$ cat config.mk
export PLATFORM = sky130hd
export DESIGN_NAME = rsr_engine
export DESIGN_NICKNAME = d
export VERILOG_FILES = /design/src/rtl/rsr_pkg.sv /design/src/rtl/rsr_recip_lut.sv /design/src/rtl/rsr_scale.sv /design/src/rtl/rsr_ctrl.sv /design/src/rtl/rsr_accum.sv /design/src/rtl/rsr_engine.sv
export SDC_FILE = /design/constraint.sdc
export NUM_CORES = 1
export LEC_CHECK = 0
export ABC_AREA = 1
export BUFFER_PORTS_ARGS = -buffer_cell sky130_fd_sc_hd__buf_2
export CAP_MARGIN = 5
export CORE_MARGIN = 1.5
export CORE_UTILIZATION = 41
export CTS_CLUSTER_DIAMETER = 60
export CTS_CLUSTER_SIZE = 30
export DETAILED_ROUTE_END_ITERATION = 8
export GPL_ROUTABILITY_DRIVEN = 1
export GPL_TIMING_DRIVEN = 1
export PLACE_DENSITY = 0.55
export SKIP_LAST_GASP = 1
export SLEW_MARGIN = 20
export SYNTH_ARGS = -nofsm -noshare
export SYNTH_HDL_FRONTEND = slang
export SYNTH_SLANG_ARGS = --single-unit
$ cat constraint.sdc
create_clock -name clk -period 10.6 [get_ports clk]
set_input_delay 2.65 -clock clk [delete_from_list [all_inputs] [get_ports clk]]
set_output_delay 2.65 -clock clk [all_outputs]
set_load 0.01 [all_outputs]
$ cat src/rtl/rsr_pkg.sv
package rsr_pkg;

  typedef enum logic [1:0] {
    ST_IDLE = 2'd0,
    ST_RUN  = 2'd1,
    ST_FIX  = 2'd2
  } rsr_state_e;

  // floor(2^frac / k), used to build the reciprocal table at elaboration
  function automatic int unsigned recip_val(input int unsigned k, input int unsigned frac);
    return (32'd1 << frac) / k;
  endfunction

endpackage

$ cat src/rtl/rsr_recip_lut.sv
module rsr_recip_lut #(
  parameter int NUM_PART   = 64,
  parameter int SUM_W      = 14,
  parameter int WGT_FRAC   = 7,
  parameter int RECIP_FRAC = 16,
  parameter int RECIP_W    = RECIP_FRAC + 1,
  parameter int IDX_W      = $clog2(NUM_PART)
) (
  input  logic [SUM_W-1:0]   wsum_i,
  output logic [RECIP_W-1:0] recip_o
);

  localparam int INT_W = SUM_W - WGT_FRAC;

  logic [INT_W-1:0]   int_part;
  logic [IDX_W-1:0]   sel;
  logic [RECIP_W-1:0] tbl [NUM_PART];

  assign int_part = wsum_i[SUM_W-1:WGT_FRAC];

  // Clamp the whole-number part of the total to 1..NUM_PART
  always_comb begin
    if (int_part == '0) begin
      sel = '0;
    end else if ({1'b0, int_part} > (INT_W+1)'(NUM_PART)) begin
      sel = IDX_W'(NUM_PART - 1);
    end else begin
      sel = IDX_W'(int_part - INT_W'(1));
    end
  end

  for (genvar g = 0; g < NUM_PART; g++) begin : g_entry
    assign tbl[g] = RECIP_W'(rsr_pkg::recip_val(g + 1, RECIP_FRAC));
  end

  assign recip_o = tbl[sel];

endmodule

$ cat src/rtl/rsr_scale.sv
module rsr_scale #(
  parameter int NUM_PART   = 64,
  parameter int WGT_W      = 8,
  parameter int WGT_FRAC   = 7,
  parameter int RECIP_FRAC = 16,
  parameter int D_W        = 23,
  parameter int CNT_W      = 7
) (
  input  logic [WGT_W-1:0] weight_i,
  input  logic [D_W-1:0]   dscale_i,
  output logic [CNT_W-1:0] factor_o
);

  localparam int PROD_W = WGT_W + D_W;
  localparam int SHIFT  = WGT_FRAC + RECIP_FRAC;

  logic [PROD_W-1:0] prod;
  logic [PROD_W-1:0] whole;

  assign prod  = PROD_W'(weight_i) * PROD_W'(dscale_i);
  assign whole = prod >> SHIFT;

  always_comb begin
    if (whole > PROD_W'(NUM_PART)) begin
      factor_o = CNT_W'(NUM_PART);
    end else begin
      factor_o = CNT_W'(whole);
    end
  end

endmodule

$ cat src/rtl/rsr_ctrl.sv
module rsr_ctrl #(
  parameter int NUM_PART = 64,
  parameter int IDX_W    = $clog2(NUM_PART)
) (
  input  logic                    clk,
  input  logic                    rst_n,
  input  logic                    start_i,
  output rsr_pkg::rsr_state_e     state_o,
  output logic [IDX_W-1:0]        idx_o,
  output logic                    accept_o
);

  import rsr_pkg::*;

  rsr_state_e       state_q, state_d;
  logic [IDX_W-1:0] idx_q, idx_d;
  logic             idx_en;
  logic             last_idx;

  assign last_idx = (idx_q == IDX_W'(NUM_PART - 1));
  assign accept_o = (state_q == ST_IDLE) && start_i;

  always_comb begin
    state_d = state_q;
    idx_d   = idx_q;
    idx_en  = 1'b0;
    case (state_q)
      ST_IDLE: begin
        if (start_i) begin
          state_d = ST_RUN;
          idx_d   = '0;
          idx_en  = 1'b1;
        end
      end
      ST_RUN: begin
        idx_en = 1'b1;
        idx_d  = idx_q + IDX_W'(1);
        if (last_idx) begin
          state_d = ST_FIX;
        end
      end
      ST_FIX: begin
        state_d = ST_IDLE;
      end
      default: begin
        state_d = ST_IDLE;
      end
    endcase
  end

  always_ff @(posedge clk or negedge rst_n) begin
    if (!rst_n) begin
      state_q <= ST_IDLE;
    end else begin
      state_q <= state_d;
    end
  end

  always_ff @(posedge clk or negedge rst_n) begin
    if (!rst_n) begin
      idx_q <= '0;
    end else if (idx_en) begin
      idx_q <= idx_d;
    end
  end

  assign state_o = state_q;
  assign idx_o   = idx_q;

endmodule

$ cat src/rtl/rsr_accum.sv
module rsr_accum #(
  parameter int NUM_PART = 64,
  parameter int CNT_W    = 7,
  parameter int IDX_W    = $clog2(NUM_PART)
) (
  input  logic             clk,
  input  logic             rst_n,
  input  logic             clr_i,
  input  logic             acc_en_i,
  input  logic             is_heavy_i,
  input  logic [CNT_W-1:0] factor_i,
  output logic [CNT_W-1:0] shortfall_o,
  output logic [CNT_W-1:0] heavy_cnt_o
);

  localparam int SUMR_W = CNT_W + IDX_W;

  logic [SUMR_W-1:0] sum_q, sum_d;
  logic              sum_en;
  logic [CNT_W-1:0]  heavy_q, heavy_d;
  logic              heavy_en;

  always_comb begin
    sum_en   = clr_i | acc_en_i;
    sum_d    = clr_i ? '0 : sum_q + SUMR_W'(factor_i);
    heavy_en = clr_i | (acc_en_i & is_heavy_i);
    heavy_d  = clr_i ? '0 : factor_i;
  end

  always_ff @(posedge clk or negedge rst_n) begin
    if (!rst_n) begin
      sum_q <= '0;
    end else if (sum_en) begin
      sum_q <= sum_d;
    end
  end

  always_ff @(posedge clk or negedge rst_n) begin
    if (!rst_n) begin
      heavy_q <= '0;
    end else if (heavy_en) begin
      heavy_q <= heavy_d;
    end
  end

  // Missing count is M - N, or nothing when truncation already reached M
  assign shortfall_o = (sum_q < SUMR_W'(NUM_PART)) ? CNT_W'(SUMR_W'(NUM_PART) - sum_q) : '0;
  assign heavy_cnt_o = heavy_q;

endmodule

$ cat src/rtl/rsr_engine.sv
module rsr_engine #(
  parameter int NUM_PART   = 64,
  parameter int WGT_W      = 8,
  parameter int WGT_FRAC   = 7,
  parameter int RECIP_FRAC = 16,
  parameter int IDX_W      = $clog2(NUM_PART),
  parameter int CNT_W      = IDX_W + 1,
  parameter int SUM_W      = WGT_W + IDX_W
) (
  input  logic             clk,
  input  logic             rst_n,
  input  logic             start_i,
  input  logic [SUM_W-1:0] wsum_i,
  input  logic [IDX_W-1:0] heavy_idx_i,
  output logic [IDX_W-1:0] wt_addr_o,
  input  logic [WGT_W-1:0] weight_i,
  output logic             rf_we_o,
  output logic [IDX_W-1:0] rf_addr_o,
  output logic [CNT_W-1:0] rf_data_o,
  output logic             done_o
);

  import rsr_pkg::*;

  localparam int RECIP_W = RECIP_FRAC + 1;
  localparam int D_W     = RECIP_W + IDX_W;
  localparam int MUL_W   = RECIP_W + CNT_W;

  rsr_state_e       state;
  logic [IDX_W-1:0] idx;
  logic             accept;
  logic [RECIP_W-1:0] recip;
  logic [MUL_W-1:0] d_full;
  logic [D_W-1:0]   d_q;
  logic [IDX_W-1:0] heavy_q;
  logic [CNT_W-1:0] factor;
  logic [CNT_W-1:0] shortfall;
  logic [CNT_W-1:0] heavy_cnt;

  logic             we_d, we_q;
  logic [IDX_W-1:0] addr_d, addr_q;
  logic [CNT_W-1:0] data_d, data_q;
  logic             done_d, done_q;

  rsr_ctrl #(
    .NUM_PART (NUM_PART),
    .IDX_W    (IDX_W)
  ) u_ctrl (
    .clk      (clk),
    .rst_n    (rst_n),
    .start_i  (start_i),
    .state_o  (state),
    .idx_o    (idx),
    .accept_o (accept)
  );

  rsr_recip_lut #(
    .NUM_PART   (NUM_PART),
    .SUM_W      (SUM_W),
    .WGT_FRAC   (WGT_FRAC),
    .RECIP_FRAC (RECIP_FRAC),
    .RECIP_W    (RECIP_W),
    .IDX_W      (IDX_W)
  ) u_lut (
    .wsum_i  (wsum_i),
    .recip_o (recip)
  );

  // The single multiplier of the pass: D = M * (1/W)
  assign d_full = MUL_W'(recip) * MUL_W'(NUM_PART);

  always_ff @(posedge clk or negedge rst_n) begin
    if (!rst_n) begin
      d_q     <= '0;
      heavy_q <= '0;
    end else if (accept) begin
      d_q     <= D_W'(d_full);
      heavy_q <= heavy_idx_i;
    end
  end

  rsr_scale #(
    .NUM_PART   (NUM_PART),
    .WGT_W      (WGT_W),
    .WGT_FRAC   (WGT_FRAC),
    .RECIP_FRAC (RECIP_FRAC),
    .D_W        (D_W),
    .CNT_W      (CNT_W)
  ) u_scale (
    .weight_i (weight_i),
    .dscale_i (d_q),
    .factor_o (factor)
  );

  rsr_accum #(
    .NUM_PART (NUM_PART),
    .CNT_W    (CNT_W),
    .IDX_W    (IDX_W)
  ) u_accum (
    .clk         (clk),
    .rst_n       (rst_n),
    .clr_i       (accept),
    .acc_en_i    (state == ST_RUN),
    .is_heavy_i  (idx == heavy_q),
    .factor_i    (factor),
    .shortfall_o (shortfall),
    .heavy_cnt_o (heavy_cnt)
  );

  always_comb begin
    we_d   = 1'b0;
    addr_d = '0;
    data_d = '0;
    done_d = 1'b0;
    case (state)
      ST_RUN: begin
        we_d   = 1'b1;
        addr_d = idx;
        data_d = factor;
      end
      ST_FIX: begin
        we_d   = 1'b1;
        addr_d = heavy_q;
        data_d = heavy_cnt + shortfall;
        done_d = 1'b1;
      end
      default: begin
      end
    endcase
  end

  always_ff @(posedge clk or negedge rst_n) begin
    if (!rst_n) begin
      we_q   <= 1'b0;
      addr_q <= '0;
      data_q <= '0;
      done_q <= 1'b0;
    end else begin
      we_q   <= we_d;
      addr_q <= addr_d;
      data_q <= data_d;
      done_q <= done_d;
    end
  end

  assign wt_addr_o = idx;
  assign rf_we_o   = we_q;
  assign rf_addr_o = addr_q;
  assign rf_data_o = data_q;
  assign done_o    = done_q;

endmodule

---- Word level (Yosys, flattened, before mapping) ----
Memories as Yosys holds them, arrays and structs flattened. A register that Yosys moved wholly into a read port is not among the register bits.
Cells that the tools add are included.
word-level totals
  bits in registers ....................... 49
  memory bits (read-only) ................. 1088
  output and inout bits ................... 21
  logic and storage cells ................. 54
  memories ................................ 1
memory list
  memory            depth  bits a word  read ports  clocked after memory_dff  write ports  RTL line             RTL
  (name not given)  64     17           1           1                         0            rsr_recip_lut.sv:36  assign recip_o = tbl[sel];
operators by class
  add/subtract/negate cells ............... 5
  multiply operators ...................... 1
  $lt $le $gt $ge ......................... 3
  eq/ne operators ......................... 6
  multiplexer cells ....................... 17
  bitwise gates (word level) .............. 4
  reductions and logical operators ........ 8
operators with widths
  cell                                                                             number
  8-bit by 17-bit multiplier with 25-bit output                                    1
  6-bit case mux with 2 select lines                                               2
  7-bit two-way mux                                                                3
  6-bit two-way mux                                                                3
  7-bit case mux with 2 select lines                                               1
  13-bit by 7-bit adder with 13-bit output                                         1
  13-bit by 7-bit less-than comparator with 1-bit output, second input constant    1
  13-bit two-way mux                                                               1
  8-bit by 7-bit greater-than comparator with 1-bit output, second input constant  1
  7-bit adder                                                                      1
  7-bit greater-than comparator, second input constant                             1
  7-bit zero test                                                                  1
  6-bit NOT with 7-bit output                                                      1
  7-bit subtractor, first input constant                                           1
  6-bit by 1-bit adder with 6-bit output, second input constant                    1
  6-bit == test                                                                    1
  6-bit == test, second input constant                                             1
  6-bit by 1-bit subtractor with 6-bit output, second input constant               1
  2-bit two-way mux                                                                2
  2-bit inequality test, second input constant                                     2
  2-bit case mux with 2 select lines                                               1
  1-bit two-way mux                                                                3
  3-bit AND reduction                                                              1
  2-bit by 1-bit == test with 1-bit output, second input constant                  1
  other kinds (10)                                                                 11

---- Depth between registers and ports, before layout ----
Gate-level depths: netlist of run 1.
  depth after elaboration ................. 5
  gate-level depth with buffers ........... 39
  mapped depth without buffers ............ 37

---- Hierarchy ----
From an unflattened synthesis of run 1, not the netlist that was laid out.
second synthesis, totals
  cell total of the unflattened synthesis .. 1656
  area total of the unflattened synthesis .. 11277.1 um^2
modules (own cells, without submodules)
  module         instances  cells an instance  area each (um^2)  seq. area each (um^2)
  rsr_scale      1          949                6182.2            0.0
  rsr_engine     1          183                1853.0            950.9
  rsr_recip_lut  1          291                1486.4            0.0
  rsr_accum      1          180                1348.8            500.5
  rsr_ctrl       1          53                 406.6             200.2

---- Worst setup path after synthesis of run 1 ----
OpenSTA, ideal clock, no wires.
  path type ............................... input to register
  from .................................... input weight_i[7]
  to ...................................... register u_accum.sum_q[9]
  setup time .............................. 0.115 ns
  arrival time ............................ 7.888 ns
  required time ........................... 10.485 ns
  setup slack ............................. 2.597 ns
  stages .................................. 31
  path buffers ............................ 2
  cells stage by stage .................... clkbuf_1 > clkbuf_1 > nand2_1 > fa_1 > fa_1 > inv_1 > fa_1 > inv_1 > fa_1 > inv_1 > ha_1 > nand2_1 > inv_1 > a21oi_1 > nor2_1 > o21ai_1 > nand3_1 > xnor2_1 > nand4_2 > nand2_4 > inv_1 > a21oi_1 > ha_1 > nand3_1 > nand3_1 > nand4_2 > nand2_2 > nand3_1 > nand2_1 > inv_1 > nor2_2
between the ends
  word-level cells in the longest chain between the ends .. 5
RTL lines
  what                                                      RTL line          RTL
  start: declaration                                        rsr_engine.sv:16  input logic [WGT_W-1:0] weight_i,
  8-bit by 17-bit multiplier with 25-bit output *           rsr_scale.sv:20   assign prod = PROD_W'(weight_i) * PROD_W'(dscale_i);
  8-bit by 7-bit greater-than comparator with 1-bit output  rsr_scale.sv:24   if (whole > PROD_W'(NUM_PART)) begin
  7-bit two-way mux *                                       rsr_scale.sv:24
  13-bit by 7-bit adder with 13-bit output *                rsr_accum.sv:25   sum_d = clr_i ? '0 : sum_q + SUMR_W'(factor_i);
  13-bit two-way mux *                                      rsr_accum.sv:25
  end signal: assignment                                    rsr_accum.sv:34   sum_q <= sum_d;
  end: declaration                                          rsr_accum.sv:18   logic [SUMR_W-1:0] sum_q, sum_d;
Mark *: on every way between the ends. The rest lies on a longest branch, timed or not.
A chain may end at the register's enable or synchronous reset.

---- Worst setup path after layout of run 1 ----
  from .................................... input weight_i[6]
  to ...................................... register u_accum.sum_q[9]
The elaborated chain is that of the path after synthesis.

==> results.md, run 1 <==
- Storage cell area: 1652 um2
- Mean post-synth cell area: 6.760 um2
- Area of the multi-input gates: 6105 um2
- CTS tree: done
- Post-Synthesis Cells: 1365
- Most frequent cells in the layout: nand2_1 (395), inv_1 (338), fa_1 (91)
- Top cell type by total area after synthesis: fa_1
- Worst Min Path Start: u_accum.heavy_cnt_o[3]$_DFFE_PN0P_
- Core Region: 21960 um2
- Maximum resistive drop on vdd: 0.2092 mV
- RR Startpoint: d_q[10]$_DFFE_PN0P_
- Crit path required time: 10870 ps
- Yosys top cell area share: 0.1974
- Clk pwr share: 0.096
- Hpwl dp: 18490 um
- Placer's final routability congestion estimate: 0.9057
- RSZ-0062 raised after global routing: no
- Setup slack after placement: 1874 ps
- Setup ws final: 2263 ps
- DRC: 0
- Crit start category: primary input
- Slew Limit Fails: 0
- Distinct cells, synth: 49
- Gate power share: 0.766
- Mapped Nets: 1552
- Yosys warns: 0
- CTS Hold Buffers Added: 0
- Via count: 8209
- Initial Util: 0.4202
- Max Clock Skew: 9.808 ps
- Sequential power share: 0.138
- Synthesis-stage register bit count: 66
- Kind of critical path: primary input to flip-flop
- Worst Tran Pin Value: 948.2 ps
- Sw power: 0.001807 W
- Share of cells above drive strength 1: 0.06454
- IO buf count: 44
- Site row count: 54
- Die Area: 23420 um2
- Number of synthesized flops with an enable pin: 0
- Worst skew pair latency: 340 ps
- Antenna Violating Nets Remaining: 0
- Maxcap violations: 0
- Placed Cells: 1643
- WL/cell: 14.24 um
- Layout Nets: 1561
- CTS root buf: clkbuf_16
- Vias in the first global route: 8387
- Iter 0 DRT Violations: 462
- Die Width: 153.0 um
- Sequential fraction of the synthesis area: 0.1790
- Top FF cell, synth: dfrtp_1
- 1st-pass router iterations: 8
- HP Class: flip-flop to flip-flop
- Most used cell, CP: nand2_1
- Async SR Flop Fraction: 1.000
- CTS buffer count: 9
- Number of fill cells: 2286
- Critical path's slowest cell: fa_1
- Synthesized area: 9228 um2
- Worst path arrival time: 8600 ps
- Layout Area Growth over Synthesis: 7.593%
- Num ports: 52
- Pwr dens: 317.3 nW/um2
- Top post-synthesis cells by area: fa_1 (20%), dfrtp_1 (18%), nand2_1 (16%)
- Largest net degree at the start of global routing: 67
- Ant. Diodes: 0
- Vias per std cell: 4.948
- Global-route wire length before repair: 41000 um
- Crit Path Max Fanout: 17
- Setup crit end kind: flip-flop
- Leading cell type in the layout, fill and taps excluded: nand2_1
- # setup viols final: 0
- Critical Path Start: weight_i[6]
- Worst-path clk slew: 70 ps
- Final Hold Viols: 0
- Chip height: 153.0 um
- CTS sink cnt: 66
- Finished Layout Cells: 1659
- Htree depth: 3
- Final min period: 8337 ps
- Final period utilization: 0.7865
- Final TNS setup: 0 ps
- Postcts setup bufs: 0
- All-Layer GR Usage: 0.2149
- Status: finished clean
- Initial antenna violation count: 0
- Cts repair resizes: 0
- Net Sw Frac: 0.5734
- Pint: 0.001344 W
- Leakage power: 6.047 nW
- GRT overflow: 0
- Highest clock rate: 0.1199 GHz
- Final WL: 23630 um
- Max Buffers Root-to-Sink: 2
- Slew headroom: 0.3679
- Critical Path Max Stage Delay: 540 ps
-- worst max-delay path, delay by kind of cell --
family          cells  cell delay, ps
compound gates      2             420
simple gates       16            1960
buf+inv             6             750
fa+ha+maj           6            2810
-- final timing paths --
path	end	slack (ps)	depth (start not counted)
worst min register to register	u_accum.heavy_cnt_o[3]$_DFFE_PN0P_	500	2
worst max register to register	u_accum.sum_q[9]$_DFFE_PN0P_	4260	28
worst min-delay path	u_accum.heavy_cnt_o[3]$_DFFE_PN0P_	500	2
worst max-delay path	u_accum.sum_q[9]$_DFFE_PN0P_	2260	30
min in group asynchronous	rf_data_o[3]$_DFF_PN0_	2480	2
max in group asynchronous	d_q[13]$_DFFE_PN0P_	7540	2
-- state kept, by name, indices dropped and copies added, names as in the netlist --
signal,count
d_q,17
u_accum.sum_q,13
rf_data_o,7
u_accum.heavy_cnt_o,7
heavy_q,6
rf_addr_o,6
u_ctrl.idx_o,6
u_ctrl.state_o,2
done_o,1
rf_we_o,1
-- synth_stat cells, drive strengths merged (2+ instances only) --
cell type    n
dfrtp       66
o21bai       5
buf          4
a21oi       60
nor4         4
nand4       16
a22oi        2
and2         2
or2          4
xnor2        7
nor3        14
o31ai        5
xor2         2
nor2        88
fa          91
nand3b       5
inv        339
ha          65
nand2      403
o221ai       6
a211oi       2
a31oi        9
o22ai        9
nand3       46
a22o         3
o21ai       49
o211ai       5
a32o         2
clkbuf      45
-- per-layer routing --
metal	vias up	track usage	share of wire
met3	36	0.02523	0.041
met2	196	0.3554	0.46
li1	4154	-	-
met1	3823	0.2958	0.48
met5	-	0	0
met4	0	0.06396	0.020
-- stage by stage --
stage	power [W]	cell area, um2	util	hold slack [ps]
final	0.003150	9928	0.4521	504.7
after global routing	0.003626	9928	0.4521	523.9
after CTS	0.003221	9928	0.4521	507.6
after detailed placement	0.002894	9625	0.4383	492.0
after global placement	0.002882	9625	0.4383	486.9
after floorplan	0.002250	9228	-	459.4
-- cell families after synthesis --
family | Yosys count | share of synthesized area
AOI/OAI and AO/OA | 163 | 0.1054
xor gates and xnor gates | 9 | 0.008543
adders and majority gates | 156 | 0.2856
buffers and inverters | 389 | 0.1595
DFF | 66 | 0.1790
and+or+nand+nor | 582 | 0.2621
-- layout make-up --
class,instances,area share
clock buffer,9,0.02268
clock inverter,7,0.007813
inverter,340,0.1285
multi-input combinational,910,0.6149
sequential,66,0.1664
tap,280,0.03529
timing repair buffer,47,0.02445
-- power groups by stage --
stage | Combinational [W] | Sequential [W] | Clock, W
final | 0.00241 | 0.000434 | 0.000304
after global routing | 0.00286 | 0.000448 | 0.000323
after CTS | 0.00248 | 0.000434 | 0.000311
after detailed placement | 0.00246 | 0.000437 | 0
after global placement | 0.00244 | 0.000437 | 0
after floorplan | 0.00189 | 0.000359 | 0
Power figures use the tool's default switching activity.
==> run 2: changes to the inputs <==
- clock period: 10.6 -> 8.05 ns (I/O delays scaled with it)
==> run 2 against run 1 <==
  * Sequential cell count did not move
  * Register-to-register slack worse by 2500 ps
  * Routed wire length is 1.1% higher
  * Final area grew 0.69%
  * Hold slack got worse by 5.1 ps
  * Critical endpoint is now u_accum.sum_q[10]$_DFFE_PN0P_
  * Sequential share of layout area shrank 0.11 points
  * Final cell count up 0.30%
  * Die area did not move
  * Utilization increased by 0.31 points
  * Combinational power grew 32%
  * Clock power grew 43%
  * Sequential power is 32% higher
  * Critical path type unchanged
==> results.md, run 2 (synthesized netlist as in run 1, its figures left out) <==
- Hpwl dp: 18560 um (+0.37%)
- Clk pwr share: 0.104 (+0.008)
- Crit Path Max Fanout: 17 (unchanged)
- Sw power: 0.002374 W (+31%)
- Placer's final routability congestion estimate: 0.9123 (+0.73%)
- Worst skew pair latency: 340 ps (about the same)
- CTS Hold Buffers Added: 0 (unchanged)
- CTS tree: done
- HP Class: flip-flop to flip-flop
- Pwr dens: 419.4 nW/um2 (+32%)
- Leading cell type in the layout, fill and taps excluded: nand2_1
- Biggest register: d_q
- Global-route wire length before repair: 41160 um (+0.39%)
- Die Area: 23420 um2 (unchanged)
- Max Clock Skew: 10.15 ps (+0.3383 ps)
- # setup viols final: 0 (unchanged)
- Crit start category: primary input
- Number of fill cells: 2326 (+1.7%)
- Net Sw Frac: 0.5662 (-0.007270)
- Layout Area Growth over Synthesis: 8.339%
- GRT overflow: 0 (unchanged)
- Core Region: 21960 um2 (unchanged)
- Max Buffers Root-to-Sink: 2 (unchanged)
- Gate power share: 0.760 (-0.006)
- Site row count: 54 (unchanged)
- Kind of critical path: primary input to flip-flop
- Vias per std cell: 4.932 (-0.32%)
- Final Hold Viols: 0 (unchanged)
- Most used cell, CP: nand2_1
- Worst-path clk slew: 60 ps (about the same)
- Setup crit end kind: flip-flop
- Maximum resistive drop on vdd: 0.2948 mV (+41%)
- Iter 0 DRT Violations: 507 (+9.7%)
- CTS root buf: clkbuf_16
- Final TNS setup: 0 ps (unchanged)
- Worst Tran Pin Value: 987.5 ps (+39.30 ps)
- Die Width: 153.0 um (unchanged)
- Most frequent cells in the layout: nand2_1 (395), inv_1 (338), fa_1 (91)
- Worst path arrival time: 7850 ps (-750 ps)
- Slew Limit Fails: 0 (unchanged)
- All-Layer GR Usage: 0.2164 (+0.001467)
- DRC: 0 (unchanged)
- CTS buffer count: 9 (unchanged)
- Ant. Diodes: 0 (unchanged)
- Antenna Violating Nets Remaining: 0 (unchanged)
- Critical path's slowest cell: fa_1
- Share of cells above drive strength 1: 0.06864 (+0.004102)
- Pint: 0.001819 W (+35%)
- Post-route cell area: 9997 um2 (+0.69%)
- Via count: 8207 (-0.024%)
- Final period utilization: 0.9472
- Maxcap violations: 0 (unchanged)
- CTS sink cnt: 66 (unchanged)
- Htree depth: 3 (unchanged)
- 1st-pass router iterations: 6 (-2)
- Layout Nets: 1566 (+0.32%)
- Max reg flops: 17 (unchanged)
- Chip height: 153.0 um (unchanged)
- Area after DPL: 9663 um2 (+0.39%)
- Final WL: 23890 um (+1.1%)
- Status: finished clean
- Vias in the first global route: 8262 (-1.5%)
- Highest clock rate: 0.1312 GHz
- Largest net degree at the start of global routing: 67 (unchanged)
- Crit path required time: 8270 ps (-2600 ps)
- Final min period: 7625 ps
- Critical Path Max Stage Delay: 550 ps (about the same)
- Slew headroom: 0.3417 (-0.02620)
- Num ports: 52 (unchanged)
- IO buf count: 44 (unchanged)
- Sequential power share: 0.136 (-0.002)
- Initial antenna violation count: 0 (unchanged)
- Leakage power: 6.086 nW (+0.65%)
- Largest regs: d_q: 17 flops, u_accum.sum_q: 13 flops
- Initial Util: 0.4202 (unchanged)
- RSZ-0062 raised after global routing: no
- WL/cell: 14.36 um (+0.81%)
## run 2: cell count changes in the layout (fill, tap and decap cells not counted), sizes merged
cell,delta
inv,-2
bufinv,+1
buf,+4
clkbuf,+2
## run 2: final timing paths
path	from	end	slack, ps	depth (start not counted)
hold / removal	u_accum.heavy_cnt_o[3]$_DFFE_PN0P_	u_accum.heavy_cnt_o[3]$_DFFE_PN0P_	500	2
setup reg to reg	d_q[11]$_DFFE_PN0P_	u_accum.sum_q[10]$_DFFE_PN0P_	1800	30
min in group asynchronous	rst_n	rf_data_o[4]$_DFF_PN0_	1870	2
max in group asynchronous	rst_n	d_q[7]$_DFFE_PN0P_	5610	2
setup / recovery	weight_i[5]	u_accum.sum_q[10]$_DFFE_PN0P_	430	31
hold reg to reg	u_accum.heavy_cnt_o[3]$_DFFE_PN0P_	u_accum.heavy_cnt_o[3]$_DFFE_PN0P_	500	2
## run 2: critical path, delay by kind of cell
family	cells	cell delay, ps
buf+inv	6	790
fa+ha+maj	6	2840
simple gates	14	1280
compound gates	5	900
## run 2: per-layer routing
layer | global-route usage | part of all wire | vias to the layer above
li1 | - | - | 4146
met1 | 0.2937 | 0.48 | 3844
met2 | 0.3656 | 0.47 | 191
met3 | 0.02920 | 0.041 | 26
met4 | 0.05182 | 0.014 | 0
met5 | 0 | 0 | -
## run 2: area by class of cell
cell class	instances	area, um2	share of cell area
Multi-Input combinational cell	910	6107	0.6109
Sequential cell	66	1652	0.1652
Inverter	340	1276	0.1277
Tap cell	280	350.3	0.03504
Timing Repair Buffer	52	282.8	0.02829
Clock buffer	10	239.0	0.02390
Clock inverter	6	90.09	0.009011
## run 2: through the flow
step / util / worst slack (ps) / std cells / total power, W / hold slack [ps]
after global routing: 0.4553 / 8.147 / 1664 / 0.004842 / 531.9
after detailed placement: 0.4401 / 52.35 / 1648 / 0.003821 / 485.8
after floorplan: - / 684.4 / 1365 / 0.002963 / 459.4
after CTS: 0.4550 / 391.7 / 1664 / 0.004286 / 501.3
final: 0.4553 / 425.2 / 1664 / 0.004193 / 499.6
after global placement: 0.4401 / 138.9 / 1648 / 0.003812 / 486.5
## run 2: timing repair
item | CTS | global route
gates resized for setup | 0 | 2
hold endpoints to repair | 0 | 0
endpoints found under the setup margin | 0 | 6
buffers inserted | 0 | 0
## run 2: power groups by stage
stage / Sequential (W) / Clock (W) / Combinational (W)
after detailed placement: 0.000577 / 0 / 0.00324
after global routing: 0.000587 / 0.000460 / 0.00380
final: 0.000572 / 0.000436 / 0.00319
after floorplan: 0.000472 / 0 / 0.00249
after CTS: 0.000572 / 0.000447 / 0.00327
after global placement: 0.000578 / 0 / 0.00323
